[src/rtl/cfg_read_window.sv]
module cfg_read_window #(
  parameter int LOAD_WIN  = 3,
  parameter int STORE_WIN = 4
) (
  input  logic        clk,
  input  logic        rst_n,
  input  logic        ctl_we,
  input  logic [7:0]  ctl_wdata,
  output logic [7:0]  ctl_rdata,
  input  logic        ld_valid,
  input  logic [15:0] ld_addr,
  input  logic        st_valid,
  input  logic [7:0]  flash_rdata,
  input  logic [7:0]  fuse_lo,
  input  logic [1:0]  lock_bits,
  input  logic        ee_busy,
  output logic [7:0]  ld_data
);
  localparam int CW = $clog2(STORE_WIN + 1);

  logic          spm_en, rd_en;
  logic [CW-1:0] cnt;

  wire           armed    = spm_en & rd_en;
  wire           wr_ok    = ctl_we & ~ee_busy;
  wire           redirect = ld_valid & armed & ~ee_busy;
  wire           consume  = redirect | (st_valid & spm_en);
  wire [CW-1:0]  lim      = rd_en ? CW'(LOAD_WIN - 1) : CW'(STORE_WIN - 1);
  wire           expire   = spm_en & (cnt == lim);

  always_ff @(posedge clk or negedge rst_n) begin
    if (!rst_n) begin
      spm_en <= 1'b0;
      rd_en  <= 1'b0;
      cnt    <= '0;
    end else if (wr_ok) begin
      spm_en <= ctl_wdata[0];
      rd_en  <= ctl_wdata[0] & ctl_wdata[3];
      cnt    <= '0;
    end else if (consume | expire) begin
      spm_en <= 1'b0;
      rd_en  <= 1'b0;
      cnt    <= '0;
    end else if (spm_en) begin
      cnt    <= cnt + 1'b1;
    end
  end

  logic [7:0] cfg_byte;
  always_comb begin
    case (ld_addr)
      16'h0000: cfg_byte = fuse_lo;
      16'h0001: cfg_byte = {6'h3f, lock_bits};
      default:  cfg_byte = 8'hff;
    endcase
  end

  assign ld_data   = redirect ? cfg_byte : flash_rdata;
  assign ctl_rdata = {ee_busy, 3'b000, rd_en, 2'b00, spm_en};

  assert_rd_needs_spm_R1: assert property (@(posedge clk) disable iff (!rst_n)
    rd_en |-> spm_en);
  assert_lock_pad_R4: assert property (@(posedge clk) disable iff (!rst_n)
    (redirect && ld_addr == 16'h0001) |-> ld_data[7:2] == 6'h3f);
  assert_load_clears_R6: assert property (@(posedge clk) disable iff (!rst_n)
    (redirect && !ctl_we) |=> (!spm_en && !rd_en));
  assert_load_window_R7: assert property (@(posedge clk) disable iff (!rst_n)
    rd_en |-> cnt < CW'(LOAD_WIN));
  assert_store_window_R8: assert property (@(posedge clk) disable iff (!rst_n)
    spm_en |-> cnt < CW'(STORE_WIN));
  assert_busy_blocks_R10: assert property (@(posedge clk) disable iff (!rst_n)
    (ee_busy && ctl_we && !spm_en) |=> !spm_en);
  assert_pass_through_R12: assert property (@(posedge clk) disable iff (!rst_n)
    (!spm_en && ld_valid) |-> ld_data == flash_rdata);
endmodule

[config.mk]
export PLATFORM = sky130hd
export DESIGN_NAME = cfg_read_window
export DESIGN_NICKNAME = d
export VERILOG_FILES = /design/src/rtl/cfg_read_window.sv
export SDC_FILE = /design/constraint.sdc
export NUM_CORES = 1
export LEC_CHECK = 0
export BUFFER_PORTS_ARGS = -buffer_cell sky130_fd_sc_hd__clkbuf_2
export CELL_PAD_IN_SITES_DETAIL_PLACEMENT = 1
export CELL_PAD_IN_SITES_GLOBAL_PLACEMENT = 1
export CORE_ASPECT_RATIO = 0.5
export CORE_MARGIN = 3
export CORE_UTILIZATION = 19
export CTS_CLUSTER_SIZE = 14
export DETAILED_ROUTE_END_ITERATION = 16
export GPL_TIMING_DRIVEN = 0
export PLACE_DENSITY = 0.75
export SYNTH_ARGS = -nofsm -noshare
export SYNTH_HDL_FRONTEND = slang
export SYNTH_SLANG_ARGS = --single-unit
export TNS_END_PERCENT = 20
[constraint.sdc]
create_clock -name clk -period 2.6 [get_ports clk]
set_input_delay 0.39 -clock clk [delete_from_list [all_inputs] [get_ports clk]]
set_output_delay 0.39 -clock clk [all_outputs]
set_load 0.01 [all_outputs]
==> impl_metrics.env, run 1 <==
export IMPL_drt_vias_per_instance=4.239
export IMPL_antenna_found_initial=0
export IMPL_ctsLongestPathBuffers=2
export IMPL_grt_total_usage=0.1164
export IMPL_die_area_mm2=0.003294
export IMPL_period_minus_slack_ns=2.429
export IMPL_crit_arrival_ns=2.04
export IMPL_first_global_vias=718
export IMPL_finalCritPeriodShare=0.9343
export IMPL_crit_start="rd_en$_DFFE_PN0P_"
export IMPL_ys_seq_area_frac=0.2525
export IMPL_synth_top_area_frac=0.2525
export IMPL_crit_path_end_kind="output port"
export IMPL_rows=12
export IMPL_die_w_um=78.22
export IMPL_post_synth_top_count_cell="buf_4"
export IMPL_p_leak_uw=0.0004639
export IMPL_synth_avg_cell_area_um2=8.398
export IMPL_drtIter0Drc=10
export IMPL_route_detailed_drc=0
export IMPL_max_freq_mhz=411.7
export IMPL_ys_warnings_count=0
export IMPL_totalWireLength_um=1761
export IMPL_r2r_start="rd_en$_DFFE_PN0P_"
export IMPL_worstPathRequired_ns=2.21
export IMPL_grt_start_max_net_pins=10
export IMPL_syn2layout_area_growth_pct=76.52
export IMPL_synth_cell_types=29
export IMPL_cp_max_fo=6
export IMPL_htree_levels=1
export IMPL_syn_inst=59
export IMPL_port_buffers=52
export IMPL_wl_met1_um=664
export IMPL_yosysTopAreaCell="dfrtp_1"
export IMPL_worst_slew_pin_slew_ns=0.4993
export IMPL_drive_above_1_share=0.5583
export IMPL_n_antenna_cell=0
export IMPL_skew_ns=0.001856
export IMPL_synth_ff_latch_count=5
export IMPL_maxCapViolCount=0
export IMPL_gp_congestion=0.7822
export IMPL_slew_headroom=0.6640
export IMPL_netlist_area_um2=495.5
export IMPL_ant_nets=0
export IMPL_fill_cells=323
export IMPL_synthFlopType="dfrtp_1"
export IMPL_status="completed"
export IMPL_cts_clk_slew_worst_paths_ns=0.04
export IMPL_critPathKind="reg -> out"
export IMPL_numCtsBuffers=3
export IMPL_cts_tree="built"
export IMPL_die_y_um=42.11
export IMPL_core_mm2=0.002342
export IMPL_cts_root_buffer="clkbuf_8"
export IMPL_hold_path_class="in -> reg"
export IMPL_dpl_hpwl_um=1581
export IMPL_vias=657
export IMPL_grt_overflow=0
export IMPL_ys_top_cells_by_area="dfrtp_1 (25%), buf_4 (12%), o22a_1 (11%), mux2i_1 (4.0%), nor4_1 (3.8%)"
export IMPL_multi_input_area_um2=316.6
export IMPL_dp_slack_ns=0.2357
export IMPL_setup_tns_ns=0
export IMPL_netlist_top_cells_count="buf_4 (8), o22a_1 (6), dfrtp_1 (5), nor2_1 (4)"
export IMPL_slew_viol_final=0
export IMPL_wl_met2_um=964
export IMPL_async_reset_ff_frac=1.000
export IMPL_setup_ws_ns=0.1709
export IMPL_ios=64
export IMPL_clk_insertion_delay_late_ns=0.22
export IMPL_hold_violations=0
export IMPL_drtPass1Iterations=4
export IMPL_finalSetupViolCount=0
export IMPL_hp_start="ctl_wdata[0]"
export IMPL_synth_edf_count=0
export IMPL_cts_setup_buffers=0
export IMPL_powerDensity_mw_per_mm2=369.6
export IMPL_numClockSinks=5
export IMPL_startpoint_type="register"
export IMPL_vdd_drop_max_mv=0.1728
export IMPL_wl_per_cell_um=11.36
export IMPL_wl_met3_um=97
export IMPL_start_util=0.2115
export IMPL_fin_nets=170
export IMPL_rsz0062_at_grt="no"
export IMPL_grt_pass1_wl_um=3063
export IMPL_regArea_um2=126.4
export IMPL_highest_layer="met4"
cell type report:
| cell class | instances | share of cell area |
|---|---|---|
| Timing Repair Buffer | 53 | 0.3090 |
| Inverter | 1 | 0.004292 |
| Sequential cell | 5 | 0.1445 |
| Buffer | 10 | 0.07868 |
| Multi-Input combinational cell | 47 | 0.3619 |
| Tap cell | 35 | 0.05007 |
| Clock buffer | 4 | 0.05150 |
state kept, by name, summed over array words and instances, names as in the netlist:
register,flops
rd_en,1
spm_en,1
cnt,3
routing by layer:
| layer | global-route usage | up-vias |
|---|---|---|
| met4 | 0.06272 | 0 |
| met3 | 0.02790 | 4 |
| met5 | 0 | - |
| li1 | - | 331 |
| met2 | 0.2330 | 21 |
| met1 | 0.1103 | 301 |
cell families after synthesis:
group                    share of synthesized area
AO/OA/AOI/OAI                               0.2172
flip-flops                                  0.2525
other                                     0.007568
buffers and inverters                       0.1464
XOR/XNOR                                   0.01768
AND/OR/NAND/NOR                             0.2929
multiplexers                               0.04041
adder cells (fa/ha/maj)                    0.02525
worst paths after layout:
path | endpoint | slack, ns | cells past startpoint
min in group asynchronous | spm_en$_DFFE_PN0P_ | 0.55 | 2
worst min register to register | cnt[0]$_DFFE_PN0P_ | 0.56 | 1
worst max-delay path | ld_data[3] | 0.17 | 6
worst min-delay path | spm_en$_DFFE_PN0P_ | 0.41 | 3
max in group asynchronous | spm_en$_DFFE_PN0P_ | 1.90 | 2
worst max register to register | cnt[0]$_DFFE_PN0P_ | 1.21 | 4
what timing repair did:
| action | in CTS | in global routing |
|---|---|---|
| resized for setup | 0 | 2 |
| endpoints found under the hold margin | 5 | 0 |
| hold buffers | 1 | 0 |
| setup endpoints to repair | 0 | 6 |
layout by cell type, fill, tap and decap left out, types with 2 or more instances in the layout:
cell,count
nand3_1,3
mux2i_1,2
buf_4,8
o21ai_1,3
a21oi_1,2
clkbuf_8,3
nor2_1,4
conb_1,5
nor4_1,3
clkbuf_1,2
clkbuf_2,52
nor2b_1,2
nand3b_1,2
dfrtp_1,4
o22a_1,6
nand2_1,2
report_power, final:
group / leakage, uW / internal (uW) / switching (uW) / total [uW]
clock: 0.0000228 / 105 / 35.3 / 140
combinational: 0.000375 / 53.1 / 38.6 / 91.8
sequential: 0.0000663 / 83.6 / 7.54 / 91.2
stage by stage:
step / instances / total power (uW) / util / hold slack [ns] / cell area, um2
6_report: 155 / 323.2 / 0.3734 / 0.4097 / 874.6
5_1_grt: 155 / 348.0 / 0.3734 / 0.4364 / 874.6
4_1_cts: 155 / 328.0 / 0.3713 / 0.4132 / 869.6
3_5_place_dp: 150 / 182.9 / 0.3478 / 0.2143 / 814.5
3_3_place_gp: 150 / 180.4 / 0.3478 / 0.2060 / 814.5
2_1_floorplan: 63 / 133.9 / - / 0.09441 / 510.5
worst max-delay path, stage by stage, from the launching register on:
cell and delay, ns:
dfrtp_1 0.41, nand4b_1 0.18, or4_4 0.45, or3_1 0.31, buf_2 0.16, o22a_1 0.18, clkbuf_2 0.13
No activity file was read; power rests on OpenSTA's default activity.
==> run 2: changes to the inputs <==
PLACE_DENSITY = 0.85   (was 0.75)
clock period = 2.72 ns   (was 2.6 ns; I/O delays follow)
==> run 2 against run 1 <==
  * First-iteration DRC count grew 100%
  * Routed wire length grew 6.6%
  * Flip-flop and latch count is the same
  * Critical path type unchanged
  * Largest power group unchanged
  * Highest routed layer unchanged
==> impl_metrics.env, run 2 (synthesis gave the netlist of run 1 again) <==
export IMPL_status="completed"
export IMPL_cts_setup_buffers=0
export IMPL_p_leak_uw=0.0004636
export IMPL_p_int_uw=231.2
export IMPL_gp_congestion=0.7551
export IMPL_totalWireLength_um=1878
export IMPL_n_antenna_cell=0
export IMPL_regArea_um2=125.1
export IMPL_rows=12
export IMPL_comb_power_share=0.285
export IMPL_rsz0062_at_grt="no"
export IMPL_seqPwrFrac=0.279
export IMPL_grt_total_usage=0.1228
export IMPL_critPathBufInv=2
export IMPL_htree_levels=1
export IMPL_crit_arrival_ns=2.13
export IMPL_slew_viol_final=0
export IMPL_fin_nets=170
export IMPL_worst_slew_pin_slew_ns=0.4979
export IMPL_vdd_drop_max_mv=0.1947
export IMPL_finalSetupViolCount=0
export IMPL_core_mm2=0.002342
export IMPL_drtIter0Drc=20
export IMPL_die_area_mm2=0.003294
export IMPL_fill_cells=314
export IMPL_powerDensity_mw_per_mm2=358.6
export IMPL_startpoint_type="register"
export IMPL_skew_ns=0.003362
export IMPL_drtPass1Iterations=4
export IMPL_swShare=0.2586
export IMPL_hold_path_class="in -> reg"
export IMPL_ios=64
export IMPL_top_regs="cnt x3, rd_en x1, spm_en x1"
export IMPL_port_buffers=52
export IMPL_maxCapViolCount=0
export IMPL_mostFrequentLayoutCell="clkbuf_2"
export IMPL_hold_ws_ns=0.4386
export IMPL_die_y_um=42.11
export IMPL_drive_above_1_share=0.5417
export IMPL_numCtsBuffers=3
export IMPL_regMostFlops="cnt"
export IMPL_syn2layout_area_growth_pct=75.51
export IMPL_die_w_um=78.22
export IMPL_ctsLongestPathBuffers=2
export IMPL_worstPathRequired_ns=2.31
export IMPL_critical_path_top_delay_family="simple AND/OR/NAND/NOR gates"
export IMPL_period_minus_slack_ns=2.536
export IMPL_r2r_start="rd_en$_DFFE_PN0P_"
export IMPL_start_util=0.2115
export IMPL_finalCritPeriodShare=0.9323
export IMPL_cp_max_fo=9
export IMPL_clkPwrFrac=0.436
export IMPL_route_detailed_drc=0
export IMPL_slowest_delay_ns=0.47
export IMPL_first_global_vias=715
export IMPL_multi_input_area_um2=312.8
export IMPL_wl_per_cell_um=12.12
export IMPL_cts_root_buffer="clkbuf_8"
export IMPL_grt_pass1_wl_um=3160
export IMPL_setup_tns_ns=0
export IMPL_cts_clk_slew_worst_paths_ns=0.03
export IMPL_clk_insertion_delay_late_ns=0.22
export IMPL_p_switching_uw=80.65
export IMPL_cts_tree="built"
export IMPL_hold_violations=0
export IMPL_grt_start_max_net_pins=10
export IMPL_critPathKind="reg -> out"
export IMPL_max_freq_mhz=394.4
export IMPL_hp_start="ctl_wdata[3]"
export IMPL_dpl_hpwl_um=1684
export IMPL_ff2ff_setup_slack_ns=1.37
export IMPL_slew_headroom=0.6650
export IMPL_crit_path_cell_trace="nand4b_1, or4_1, or3_1, buf_2, o22a_1, clkbuf_2"
export IMPL_min_path_cells=3
export IMPL_slowest_stage="dfrtp_1"
export IMPL_r2r_end="cnt[0]$_DFFE_PN0P_"
export IMPL_final_cell_mix="clkbuf_2 (52), buf_4 (8), o22a_1 (6)"
export IMPL_grt_overflow=0
export IMPL_antenna_found_initial=0
export IMPL_drt_vias_per_instance=4.316
export IMPL_largest_reg_flops=3
export IMPL_crit_cells=6
export IMPL_crit_path_end_kind="output port"
export IMPL_hold_path_end="rd_en$_DFFE_PN0P_"
export IMPL_numClockSinks=5
export IMPL_ant_nets=0
export IMPL_vias=669
export IMPL_reg2reg_depth=4
-- run 2: cell types whose count changed in the layout (fill, tap and decap cells not counted) --
cell	previous run	this run
dfrtp_1	4	5
or4_1	0	1
dfrtp_2	1	0
or4_4	1	0
-- run 2: what timing repair did --
action                    CTS  global route
hold buffers                1             0
hold endpoints to repair    5             0
gates resized for setup     0             0
-- run 2: worst max path at each step --
| stage | to | start | slack [ns] |
|---|---|---|---|
| final | ld_data[7] | spm_en$_DFFE_PN0P_ | 0.18 |
| after global routing | ld_data[7] | spm_en$_DFFE_PN0P_ | 0.04 |
| after CTS | ld_data[7] | spm_en$_DFFE_PN0P_ | 0.18 |
| after detailed placement | ld_data[7] | ee_busy | 0.30 |
| after global placement | ld_data[3] | ee_busy | 0.33 |
| after floorplan | ld_data[2] | ee_busy | 0.65 |
-- run 2: worst register-to-register path, delay by kind of cell, from the launching register on --
kind	cells	cell delay, ns
simple gates	1	0.17
xor+xnor	1	0.18
flops	1	0.42
compound gates	2	0.48
-- run 2: layer usage --
layer	up-vias	part of all wire	global-route usage	routed length (um)
li1	331	-	-	-
met1	316	0.35	0.1139	653
met2	18	0.59	0.2500	1113
met3	4	0.030	0.01073	57
met4	0	0.029	0.09408	54
met5	-	0	0	0
-- run 2: final cells by class --
cell class / instances / share of cell area
repair buffers: 53 / 0.3108
inverters: 1 / 0.004317
plain buffers: 10 / 0.07914
clock buffers: 4 / 0.05180
well taps: 35 / 0.05036
multi-input cells: 47 / 0.3597
flip-flops and latches: 5 / 0.1439
-- run 2: per-stage QoR --
stage | std cells | cell area (um2) | setup slack, ns | util | power, uW
after global routing | 155 | 869.6 | 0.04156 | 0.3713 | 334.6
final | 155 | 869.6 | 0.1843 | 0.3713 | 311.9
after detailed placement | 150 | 814.5 | 0.3032 | 0.3478 | 176.0
after CTS | 155 | 869.6 | 0.1774 | 0.3713 | 316.2
after global placement | 150 | 814.5 | 0.3285 | 0.3478 | 171.7
after floorplan | 63 | 510.5 | 0.6466 | - | 128.0
-- run 2: power groups by stage --
stage | Sequential (uW) | Combinational [uW] | Clock (uW)
3_5_place_dp | 87.7 | 88.4 | 0
4_1_cts | 86.8 | 89.9 | 139
6_report | 87.0 | 89.0 | 136
5_1_grt | 87.7 | 98.6 | 148
3_3_place_gp | 87.4 | 84.3 | 0
2_1_floorplan | 85.7 | 42.3 | 0
==> run 3: changes to the inputs <==
REMOVE_ABC_BUFFERS = 1   (was default)
==> run 3 against run 2 <==
  * Core utilization shrank 2.9 points
  * Clock-buffer cell count is the same
  * Setup slack gained 0.052 ns
  * Total power shrank 4.6%
  * Via count shrank 6.9%
  * Die area is the same
  * Critical path type unchanged
  * Critical endpoint is now ld_data[3]
  * Highest routed layer unchanged
==> impl_metrics.env, run 3 (synthesis gave the netlist of run 1 again) <==
export IMPL_status="completed"
export IMPL_reg2reg_depth=4
export IMPL_fin_nets=160
export IMPL_fill_cells=321
export IMPL_cts_root_buffer="clkbuf_8"
export IMPL_hold_buffers=1
export IMPL_critPathKind="reg -> out"
export IMPL_drt_vias_per_instance=4.297
export IMPL_ff2ff_setup_slack_ns=1.35
export IMPL_numClockSinks=5
export IMPL_r2r_start="rd_en$_DFFE_PN0P_"
export IMPL_cp_max_fo=9
export IMPL_die_w_um=78.22
export IMPL_dpl_hpwl_um=1510
export IMPL_clk_insertion_delay_late_ns=0.22
export IMPL_grt_total_usage=0.1059
export IMPL_dpl_cell_area_um2=745.7
export IMPL_rsz0062_at_grt="no"
export IMPL_ios=64
export IMPL_grt_start_max_net_pins=10
export IMPL_max_freq_mhz=402.6
export IMPL_grt_pass1_wl_um=2794
export IMPL_cts_setup_buffers=0
export IMPL_min_path_cells=3
export IMPL_ctsLongestPathBuffers=2
export IMPL_finalCritPeriodShare=0.9133
export IMPL_mostFrequentLayoutCell="clkbuf_2"
export IMPL_crit_path_end_kind="output port"
export IMPL_cts_repair_resized=0
export IMPL_drive_above_1_share=0.5091
export IMPL_multi_input_area_um2=312.8
export IMPL_p_leak_uw=0.0004176
export IMPL_hold_path_class="in -> reg"
export IMPL_syn2layout_area_growth_pct=61.62
export IMPL_htree_levels=1
export IMPL_hp_start="ctl_wdata[3]"
export IMPL_wl_per_cell_um=11.29
export IMPL_cts_tree="built"
export IMPL_setup_tns_ns=0
export IMPL_startpoint_type="register"
export IMPL_numCtsBuffers=3
export IMPL_totalWireLength_um=1637
export IMPL_vdd_drop_max_mv=0.2339
export IMPL_ant_nets=0
export IMPL_drtPass1Iterations=4
export IMPL_skew_ns=0.0001957
export IMPL_period_minus_slack_ns=2.484
export IMPL_gp_congestion=0.6946
export IMPL_finalSetupViolCount=0
export IMPL_maxCapViolCount=0
export IMPL_core_mm2=0.002342
export IMPL_drtIter0Drc=19
export IMPL_route_detailed_drc=0
export IMPL_largest_reg_flops=3
export IMPL_top_regs="cnt x3, rd_en x1, spm_en x1"
export IMPL_worstPathRequired_ns=2.31
export IMPL_n_antenna_cell=0
export IMPL_powerDensity_mw_per_mm2=371.7
export IMPL_cts_clk_slew_worst_paths_ns=0.03
export IMPL_grt_overflow=0
export IMPL_r2r_end="cnt[0]$_DFFE_PN0P_"
export IMPL_start_util=0.2115
export IMPL_regMostFlops="cnt"
export IMPL_die_y_um=42.11
export IMPL_final_cell_mix="clkbuf_2 (52), o22a_1 (6), conb_1 (5), dfrtp_1 (5), nor2_1 (4)"
export IMPL_hold_violations=0
export IMPL_rows=12
export IMPL_port_buffers=52
export IMPL_hold_path_end="rd_en$_DFFE_PN0P_"
export IMPL_die_area_mm2=0.003294
export IMPL_slew_viol_final=0
export IMPL_crit_arrival_ns=2.08
export IMPL_first_global_vias=665
export IMPL_antenna_found_initial=0
export IMPL_design_area_um2=800.8
export IMPL_regArea_um2=125.1
export IMPL_vias=623
-- run 3: through the flow --
step,power [uW],std cells,hold slack [ns],utilization,setup WS (ns)
finish,297.6,145,0.4247,0.3419,0.2358
global route,321.6,145,0.4179,0.3419,0.05412
CTS,303.7,145,0.4203,0.3419,0.2134
detailed placement,164.4,140,0.2301,0.3184,0.3389
global placement,161.6,140,0.2301,0.3184,0.3247
floorplan,117.7,53,0.1124,-,0.6594
-- run 3: per-layer routing --
| metal | part of all wire | vias to the layer above | GRT usage |
|---|---|---|---|
| met5 | 0 | - | 0 |
| met4 | 0.036 | 0 | 0.06969 |
| met3 | 0.057 | 8 | 0.02575 |
| met2 | 0.55 | 21 | 0.2007 |
| met1 | 0.35 | 283 | 0.1039 |
| li1 | - | 311 | - |
-- run 3: area by class of cell --
class	count	area share
multi-input combinational	47	0.3906
timing repair buffer	53	0.3375
sequential	5	0.1563
clock buffer	4	0.05625
tap	35	0.05469
inverter	1	0.004688
-- run 3: critical path, stage by stage, from the launching register on --
cell      delay [ns]
dfrtp_1         0.46
nand4b_1        0.18
or4_1           0.44
or3_1           0.43
o22a_1          0.22
clkbuf_2        0.13
-- run 3: where the power goes --
group / switching (uW) / internal (uW)
clock: 33.9 / 100
combinational: 34.3 / 42.4
sequential: 6.88 / 79.8
total: 75.0 / 223
-- run 3: worst max-delay path by stage --
| stage | start | end | slack [ns] | cells after the start |
|---|---|---|---|---|
| 2_1_floorplan | spm_en$_DFFE_PN0P_ | ld_data[2] | 0.66 | 4 |
| 3_3_place_gp | ee_busy | ld_data[7] | 0.32 | 6 |
| 3_5_place_dp | ee_busy | ld_data[3] | 0.34 | 6 |
| 4_1_cts | spm_en$_DFFE_PN0P_ | ld_data[3] | 0.21 | 5 |
| 5_1_grt | spm_en$_DFFE_PN0P_ | ld_data[3] | 0.05 | 5 |
| 6_report | spm_en$_DFFE_PN0P_ | ld_data[3] | 0.24 | 5 |
